$ cat config.mk
export PLATFORM = sky130hd
export DESIGN_NAME = slave_cycle_decoder
export DESIGN_NICKNAME = d
export VERILOG_FILES = /design/src/rtl/slv_dec_pkg.sv /design/src/rtl/slv_dec_capture.sv /design/src/rtl/slv_dec_window.sv /design/src/rtl/slv_dec_wait.sv /design/src/rtl/slave_cycle_decoder.sv
export SDC_FILE = /design/constraint.sdc
export NUM_CORES = 1
export LEC_CHECK = 0
export CAP_MARGIN = 30
export CORE_MARGIN = 3
export CORE_UTILIZATION = 44
export CTS_BUF_LIST = sky130_fd_sc_hd__clkbuf_2 sky130_fd_sc_hd__clkbuf_4 sky130_fd_sc_hd__clkbuf_8
export CTS_CLUSTER_DIAMETER = 50
export DETAILED_ROUTE_END_ITERATION = 16
export PLACE_DENSITY_LB_ADDON = 0.15
export SLEW_MARGIN = 20
export SYNTH_ARGS = -nofsm -noshare
export SYNTH_HDL_FRONTEND = slang
export SYNTH_SLANG_ARGS = --single-unit
export TNS_END_PERCENT = 1
$ cat constraint.sdc
create_clock -name clk -period 1.4 [get_ports clk]
set_input_delay 0.28 -clock clk [delete_from_list [all_inputs] [get_ports clk]]
set_output_delay 0.28 -clock clk [all_outputs]
set_load 0.02 [all_outputs]
$ cat src/rtl/slv_dec_pkg.sv
package slv_dec_pkg;

  typedef enum logic [2:0] {
    CYC_NONE   = 3'd0,
    CYC_IO_RD  = 3'd1,
    CYC_IO_WR  = 3'd2,
    CYC_MEM_RD = 3'd3,
    CYC_MEM_WR = 3'd4
  } cyc_t;

  typedef struct packed {
    logic [23:0] addr;
    logic        mio;
    logic        s0_n;
    logic        s1_n;
    logic        below16m;
    logic        bhe_n;
  } bus_phase_t;

  localparam bus_phase_t PHASE_IDLE = '{addr: 24'h0, mio: 1'b0, s0_n: 1'b1,
                                        s1_n: 1'b1, below16m: 1'b0, bhe_n: 1'b1};

  function automatic cyc_t classify(input bus_phase_t p);
    case ({p.mio, p.s0_n, p.s1_n})
      3'b001:  classify = CYC_IO_WR;
      3'b010:  classify = CYC_IO_RD;
      3'b101:  classify = CYC_MEM_WR;
      3'b110:  classify = CYC_MEM_RD;
      default: classify = CYC_NONE;
    endcase
  endfunction

  function automatic logic is_read(input cyc_t c);
    is_read = (c == CYC_IO_RD) || (c == CYC_MEM_RD);
  endfunction

  function automatic logic is_write(input cyc_t c);
    is_write = (c == CYC_IO_WR) || (c == CYC_MEM_WR);
  endfunction

endpackage

$ cat src/rtl/slv_dec_capture.sv
module slv_dec_capture
  import slv_dec_pkg::*;
(
  input  logic       clk,
  input  logic       rst_n,
  input  logic       cap,
  input  bus_phase_t d,
  output bus_phase_t q
);

  bus_phase_t q_r;
  bus_phase_t q_nxt;

  always_comb begin
    q_nxt = q_r;
    if (cap) q_nxt = d;
  end

  always_ff @(posedge clk or negedge rst_n) begin
    if (!rst_n) q_r <= PHASE_IDLE;
    else        q_r <= q_nxt;
  end

  assign q = q_r;

endmodule

$ cat src/rtl/slv_dec_window.sv
module slv_dec_window
  import slv_dec_pkg::*;
#(
  parameter logic [15:0] IO_BASE      = 16'h0300,
  parameter int          IO_WIN_BITS  = 3,
  parameter logic [23:0] MEM_BASE     = 24'h0C8000,
  parameter int          MEM_WIN_BITS = 14
) (
  input  bus_phase_t p,
  output logic       hit
);

  logic io_hit;
  logic mem_hit;

  always_comb begin
    io_hit  = !p.mio && ((p.addr[15:0] >> IO_WIN_BITS) == (IO_BASE >> IO_WIN_BITS));
    mem_hit = p.mio && p.below16m &&
              ((p.addr >> MEM_WIN_BITS) == (MEM_BASE >> MEM_WIN_BITS));
    hit     = io_hit || mem_hit;
  end

endmodule

$ cat src/rtl/slv_dec_wait.sv
module slv_dec_wait #(
  parameter int WAIT_CLKS = 2
) (
  input  logic clk,
  input  logic rst_n,
  input  logic cmd_act,
  input  logic cmd_lead,
  output logic busy
);

  localparam int WCW = (WAIT_CLKS > 0) ? $clog2(WAIT_CLKS + 1) : 1;
  localparam logic [WCW-1:0] WLOAD = WCW'(WAIT_CLKS);

  logic [WCW-1:0] cnt_r;
  logic [WCW-1:0] cnt_nxt;

  always_comb begin
    cnt_nxt = cnt_r;
    if (!cmd_act)          cnt_nxt = '0;
    else if (cmd_lead)     cnt_nxt = WLOAD;
    else if (cnt_r != '0)  cnt_nxt = cnt_r - 1'b1;
  end

  always_ff @(posedge clk or negedge rst_n) begin
    if (!rst_n) cnt_r <= '0;
    else        cnt_r <= cnt_nxt;
  end

  assign busy = (cnt_r != '0);

endmodule

$ cat src/rtl/slave_cycle_decoder.sv
module slave_cycle_decoder
  import slv_dec_pkg::*;
#(
  parameter logic [15:0] IO_BASE      = 16'h0300,
  parameter int          IO_WIN_BITS  = 3,
  parameter logic [23:0] MEM_BASE     = 24'h0C8000,
  parameter int          MEM_WIN_BITS = 14,
  parameter int          WAIT_CLKS    = 2,
  parameter int          REG_AW       = 3
) (
  input  logic              clk,
  input  logic              rst_n,
  input  logic [23:0]       bus_addr,
  input  logic              bus_mio,
  input  logic              bus_s0_n,
  input  logic              bus_s1_n,
  input  logic              bus_below16m,
  input  logic              bus_bhe_n,
  input  logic              bus_adl_n,
  input  logic              bus_cmd_n,
  input  logic              bus_setup_n,
  output logic              card_sel_n,
  output logic              card_ds16_n,
  output logic              card_rdy,
  output logic [REG_AW-1:0] rf_addr,
  output logic              rf_rd,
  output logic              rf_wr,
  output logic              rf_lane_lo,
  output logic              rf_lane_hi
);

  localparam int NDEC = 2;  // 0: live bus, 1: held phase

  // reset: asynchronous assert, synchronous release
  logic [1:0] rst_pipe;
  logic       rst_sync_n;

  always_ff @(posedge clk or negedge rst_n) begin
    if (!rst_n) rst_pipe <= '0;
    else        rst_pipe <= {rst_pipe[0], 1'b1};
  end
  assign rst_sync_n = rst_pipe[1];

  // command edge tracking
  logic cmd_act, cmd_seen, cmd_seen_nxt, cmd_lead;

  assign cmd_act      = !bus_cmd_n;
  assign cmd_lead     = cmd_act && !cmd_seen;
  assign cmd_seen_nxt = cmd_act;

  always_ff @(posedge clk or negedge rst_sync_n) begin
    if (!rst_sync_n) cmd_seen <= 1'b0;
    else             cmd_seen <= cmd_seen_nxt;
  end

  // capture of the address phase
  bus_phase_t live_ph, held_ph;
  logic       cap_en;

  assign live_ph = '{addr: bus_addr, mio: bus_mio, s0_n: bus_s0_n, s1_n: bus_s1_n,
                     below16m: bus_below16m, bhe_n: bus_bhe_n};
  assign cap_en  = !bus_adl_n || cmd_lead;

  slv_dec_capture u_cap (
    .clk   (clk),
    .rst_n (rst_sync_n),
    .cap   (cap_en),
    .d     (live_ph),
    .q     (held_ph)
  );

  // window compare, one copy on the live bus and one on the held phase
  bus_phase_t      dec_in [NDEC];
  logic [NDEC-1:0] dec_hit;

  assign dec_in[0] = live_ph;
  assign dec_in[1] = held_ph;

  for (genvar g = 0; g < NDEC; g++) begin : g_win
    slv_dec_window #(
      .IO_BASE      (IO_BASE),
      .IO_WIN_BITS  (IO_WIN_BITS),
      .MEM_BASE     (MEM_BASE),
      .MEM_WIN_BITS (MEM_WIN_BITS)
    ) u_win (
      .p   (dec_in[g]),
      .hit (dec_hit[g])
    );
  end

  // cycle classification and select
  cyc_t cyc;
  logic sel;

  assign cyc = classify(held_ph);
  assign sel = (cyc != CYC_NONE) && dec_hit[1] && bus_setup_n;

  // wait-state timer
  logic busy;

  slv_dec_wait #(.WAIT_CLKS(WAIT_CLKS)) u_wait (
    .clk      (clk),
    .rst_n    (rst_sync_n),
    .cmd_act  (cmd_act),
    .cmd_lead (cmd_lead),
    .busy     (busy)
  );

  // write strobe bookkeeping for one pulse per command
  logic wr_done, wr_done_nxt, wr_pulse;

  assign wr_pulse    = sel && is_write(cyc) && cmd_act && cmd_seen && !busy && !wr_done;
  assign wr_done_nxt = cmd_act ? (wr_done || wr_pulse) : 1'b0;

  always_ff @(posedge clk or negedge rst_sync_n) begin
    if (!rst_sync_n) wr_done <= 1'b0;
    else             wr_done <= wr_done_nxt;
  end

  // outputs
  assign card_sel_n  = !sel;
  assign card_ds16_n = !dec_hit[0];
  assign card_rdy    = !(sel && busy);
  assign rf_addr     = held_ph.addr[REG_AW-1:0];
  assign rf_rd       = sel && is_read(cyc) && (cmd_act || cmd_seen);
  assign rf_wr       = wr_pulse;
  assign rf_lane_lo  = sel && !held_ph.addr[0];
  assign rf_lane_hi  = sel && !held_ph.bhe_n;

endmodule

==> results of run 1 <==
synthesized netlist by cell type:
master and number:
xnor2_1 1, nor2_1 6, nor4bb_1 4, mux2_1 1, nand2_1 3, buf_4 5
dfrtp_1 32, and3_1 1, ha_1 3, and4_1 1, nor3_2 1, o21ai_0 3
nor3_1 1, nor4_2 1, a21oi_1 1, mux2_2 27, nor2b_1 1, dfstp_2 3
o2bb2ai_1 1, nand3_1 1, nor4_1 3, inv_1 6, conb_1 1, a31oi_1 1
o21ai_2 2, and2b_1 1, buf_2 1, nand4_1 2, and2_1 1, o211ai_1 1
or4_4 1, nor4b_1 2
layout by cell type (no fill, tap or decap), types with 2 or more instances in the layout:
master	count
o21ai_0	3
nor4_2	2
ha_4	2
nand4_1	2
buf_2	4
clkdlybuf4s50_1	33
buf_6	2
nor2_2	2
inv_1	5
nor2_1	3
nor4bb_1	3
dfrtp_1	32
nand2_1	3
mux2_2	27
clkdlybuf4s15_1	2
buf_4	24
clkbuf_4	7
nor4_1	2
dfstp_2	3
stage by stage:
step	TNS [ns]	hold WS [ns]	worst slack [ns]
5_1_grt	-5.938	0.05718	-0.7330
3_5_place_dp	-15.03	0.2761	-0.9689
6_report	-4.402	0.09101	-0.6557
4_1_cts	-4.642	0.07600	-0.6875
3_3_place_gp	-14.49	0.2697	-0.9461
2_1_floorplan	-1.024	-0.01559	-0.2212
area by class of cell:
cell class	count	area share (%)
Sequential cell	35	38.23
Multi-Input combinational cell	72	30.67
Timing Repair Buffer	66	25.12
Tap cell	46	2.501
Clock buffer	7	2.284
Inverter	6	0.9788
Clock inverter	1	0.2175
routing by layer:
layer	routed length (um)	track usage, %	share of wire [%]
met1	1393	19.66	43
met2	1627	28.79	50
met3	198	6.667	6.0
met4	53	6.218	1.6
met5	0	0	0
flip-flops by register name, indices dropped and copies added (netlist names):
register and count:
cmd_seen 1, rst_pipe 2, u_cap.q 29, u_wait.cnt_r 2
wr_done 1
power groups by stage:
stage	clock, mW	combinational (mW)	sequential (mW)
floorplan	0	0.202	1.18
global placement	0	0.393	1.18
detailed placement	0	0.408	1.18
CTS	0.581	0.409	1.17
global route	0.628	0.453	1.18
finish	0.550	0.412	1.17
logic make-up after synthesis:
group	synth area share, %
buffers and inverters	4.140
AO/OA/AOI/OAI	3.822
adder cells (fa/ha/maj)	2.389
AND/OR/NAND/NOR	12.82
XOR/XNOR	0.5574
multiplexers	20.06
flip-flops	55.97
other	0.2386
critical path, cell delays in order, from the launching register on:
cell	delay (ns)
dfstp_2	0.55
inv_2	0.05
ha_4	0.24
and2b_2	0.24
o21ai_4	0.13
nor2_2	0.06
buf_2	0.16
worst paths after layout:
kind                                         from                 endpoint  slack (ns)  cells past startpoint
max in group asynchronous   rst_pipe[1]$_DFF_PN0_   u_cap.q[0]$_DFFE_PN1P_        0.82                      1
hold / removal                              rst_n    rst_pipe[0]$_DFF_PN0_        0.09                      1
setup / recovery           u_cap.q[2]$_DFFE_PN1P_               rf_lane_lo       -0.66                      6
hold reg to reg             rst_pipe[1]$_DFF_PN0_  u_cap.q[14]$_DFFE_PN0P_        0.26                      1
min in group clk            rst_pipe[0]$_DFF_PN0_    rst_pipe[1]$_DFF_PN0_        0.36                      0
setup reg to reg               cmd_seen$_DFF_PN0_  u_cap.q[25]$_DFFE_PN0P_           0                      4
what timing repair did:
action	in CTS	in global routing
endpoints found under the setup margin	17	39
pin swaps	1	0
setup buffers	1	0
gates resized for setup	38	11
gates cloned	0	0
hold buffers	0	0
==> results.toml, run 1 <==
[placed_design]
gp_congestion = 0.7571
hpwl_mm = 2.602
io_buffers = 43
dp_cells = 224
placed_cell_area_sq_um = 2222

[status]
status = "complete, but fails checks"
violations = "setup timing"

[critical_path]
path_class = "reg -> out"
required_ns = 1.12
crit_fanout = 5
worstSetupEndpointType = "output pin"
critPathArrivalTime_ns = 1.78
cp-start-kind = "flip-flop"

[grt]
track_usage_pct = 17.14
antenna_found_initial = 0
grt_pass1_vias = 1212
overflow = 0
grt_pass1_wl_mm = 5.416
grt_max_degree = 34

[final_layout]
stdcell_count = 233
final_util_pct = 67.88
area_growth_pct = 46.42
final_area_sq_um = 2301
register_area_sq_um = 879.6
num-nets-final = 223
multi_input_area_sq_um = 705.7
diodes = 0
drive_gt1_share_pct = 45.99
n_fill_cell = 263

[route]
drc = 0
num_vias = 1121
drt-vias-per-instance = 4.811
post_drt_wl_per_cell_um = 14.05
drtIter0Drc = 25
finalWirelength_mm = 3.273
drt_first_pass_iters = 2
drtAntennaViolNets = 0

[power]
vdd_drop_max_mv = 0.6361
power_mw = 2.129
p_comb_share_pct = 19.4
switching_share_pct = 24.63
p_int_mw = 1.605
switching_power_uw = 524.3
p_clk_share_pct = 25.8
p_leak_nw = 0.9663
sequentialPowerShare_pct = 54.8
cellPowerDensity_nw_per_um2 = 925.3

[sta]
final-hold-violation-count = 0
setup_viol = 9
post-route-period-util_pct = 146.8
rsz0062_at_grt = "yes"
skew_ns = 0.01234
setup_slack_ns = -0.6557
fin_crit_ns = 2.056
drv_slew = 0
maxClockFrequency_mhz = 486.5

[synthesis]
synth_top_area_share_pct = 50.96
avgSynthCellArea_sq_um = 13.21
synth_cells = 119
synth-seq-cells = 35
yosysWarnings = 0
syn_area_sq_um = 1572
yosys.area.top_type = "dfrtp_1"
synth_seq_area_share_pct = 55.97
synthTopCellsByArea = "dfrtp_1 (51%), mux2_2 (19%), dfstp_2 (5.0%), nor4bb_1 (2.5%), buf_4 (2.4%)"
synth_fp_nets = 156
synth_cell_type_count = 32

[clock_tree]
cts_tree = "done"
ctsHtreeMaxLevel = 2
cts_buffers = 5
cts-root-buf = "clkbuf_4"
path_clk_slew_ns = 0.10
cts_buffer_depth = 2
clock_sinks = 35
clk_latency_ns = 0.34

[floorplan]
die_w_um = 65.76
std_cell_rows = 21
die_area_sq_um = 4324
chipHeight_um = 65.76
core_sq_um = 3390
start_util_pct = 46.36
io_pins = 44

[run]
cap_violations = 0

[hold_path]
hold_class = "in -> async"
(Power assumes the default switching activity.)
==> inputs of run 2 (changes only) <==
CORE_MARGIN = 2   (was 3)
==> results.toml, run 2 (synthesis results as in run 1) <==
[status]
status = "complete, but fails checks"
violations = "setup timing"

[clock_tree]
clk_latency_ns = 0.34
ctsHtreeMaxLevel = 2
path_clk_slew_ns = 0.11
cts_tree = "done"
cts_buffer_depth = 2
hold_buffers = 0
clock_sinks = 35
cts-root-buf = "clkbuf_4"
cts_buffers = 5

[final_layout]
drive_gt1_share_pct = 43.41
largest_register_ff_count = 29
num-nets-final = 218
diodes = 0
area_growth_pct = 44.90
mostFrequentLayoutCell = "clkdlybuf4s50_1"
final_util_pct = 67.18
final_cell_mix = "clkdlybuf4s50_1 (33), dfrtp_1 (32), mux2_2 (27), buf_4 (18), clkbuf_4 (7)"
stdcell_count = 228

[critical_path]
slowest_stage = "dfstp_2"
ff2ff_path_depth = 5
critPathArrivalTime_ns = 1.76
required_ns = 1.12
cp-start-kind = "flip-flop"
crit_fanout = 5
worstSetupEndpointType = "output pin"
cp_cell_sequence = "inv_2 > ha_4 > and2b_2 > o21ai_4 > nor3_4 > buf_6"
r2r_start = "u_cap.q[16]$_DFFE_PN0P_"
worst_path_largest_cell_delay_ns = 0.55
path_class = "reg -> out"
cp-startpoint = "u_cap.q[2]$_DFFE_PN1P_"

[grt]
grt_pass1_vias = 1199
grt_max_degree = 34
antenna_found_initial = 0
track_usage_pct = 18.09
grt_pass1_wl_mm = 5.554
overflow = 0

[sta]
post-route-period-util_pct = 146.1
maxClockFrequency_mhz = 489.0
setup_viol = 7
tns_ns = -4.244
skew_ns = 0.01084
drv_slew = 0
fin_crit_ns = 2.045
final-hold-violation-count = 0
rsz0062_at_grt = "yes"
setup_slack_ns = -0.6449

[route]
finalWirelength_mm = 3.293
drtAntennaViolNets = 0
num_vias = 1141
drtIter0Drc = 21
post_drt_wl_per_cell_um = 14.44
drt_first_pass_iters = 4
drc = 0
drt-vias-per-instance = 5.004

[floorplan]
io_pins = 44
start_util_pct = 46.36
std_cell_rows = 21
die_w_um = 63.76
die_area_sq_um = 4065
core_sq_um = 3390
chipHeight_um = 63.76

[power]
vdd_drop_max_mv = 0.6642
cellPowerDensity_nw_per_um2 = 937.3
power_mw = 2.134
p_leak_nw = 0.9510

[placed_design]
dp_slack_ns = -0.9750
gp_congestion = 0.7774
hpwl_mm = 2.440
io_buffers = 43
dp_cells = 219

[run]
cap_violations = 0

[hold_path]
hold_class = "in -> async"
## run 2: cell count changes in the layout (fill, tap and decap cells not counted), sizes merged
cell           change
clkbuf             -1
dlygate4sd2        +2
clkdlybuf4s15      -1
buf                -5
## run 2: worst paths after layout
path / slack (ns) / to
worst min register to register: 0.26 / u_cap.q[22]$_DFFE_PN0P_
max in group asynchronous: 0.81 / u_cap.q[3]$_DFFE_PN1P_
min in group clk: 0.36 / rst_pipe[1]$_DFF_PN0_
worst max register to register: 0.03 / wr_done$_DFF_PN0_
worst min-delay path: 0.10 / rst_pipe[0]$_DFF_PN0_
worst max-delay path: -0.64 / rf_wr
## run 2: cell type report
cell class / count / area, sq um
fillers: 268 / 1112
flip-flops and latches: 35 / 879.6
multi-input cells: 72 / 698.2
repair buffers: 61 / 561.8
well taps: 46 / 57.56
clock buffers: 7 / 52.55
inverters: 6 / 22.52
clock inverters: 1 / 5.005
## run 2: report_power, final
| part | switching [mW] | internal [mW] | leakage, nW |
|---|---|---|---|
| registers | 0.0566 | 1.11 | 0.410 |
| clock network | 0.326 | 0.235 | 0.0361 |
| logic | 0.153 | 0.254 | 0.505 |
## run 2: per-layer routing
metal / wire [um] / track usage, % / vias up
li1: - / - / 545
met1: 1345 / 20.86 / 564
met2: 1760 / 32.37 / 27
met3: 135 / 4.049 / 5
met4: 52 / 7.337 / 0
met5: 0 / 0 / -
## run 2: worst max-delay path: cells and delay by family (launching register included)
kind | cells | cell delay [ns]
simple gates | 2 | 0.39
fa+ha+maj | 1 | 0.19
flops | 1 | 0.55
buf+inv | 2 | 0.19
compound gates | 1 | 0.11
## run 2: stage by stage
step                      area (sq um)  hold slack [ns]
after floorplan                   1612         -0.01559
after detailed placement          2197           0.2818
final                             2277           0.1008
after CTS                         2260          0.09037
after global routing              2277          0.07845
after global placement            2197           0.2679
## run 2: what timing repair did
item	4_1_cts	5_1_grt
pin swaps	5	5
endpoints found under the setup margin	12	29
setup buffers	0	1
resized for setup	44	3
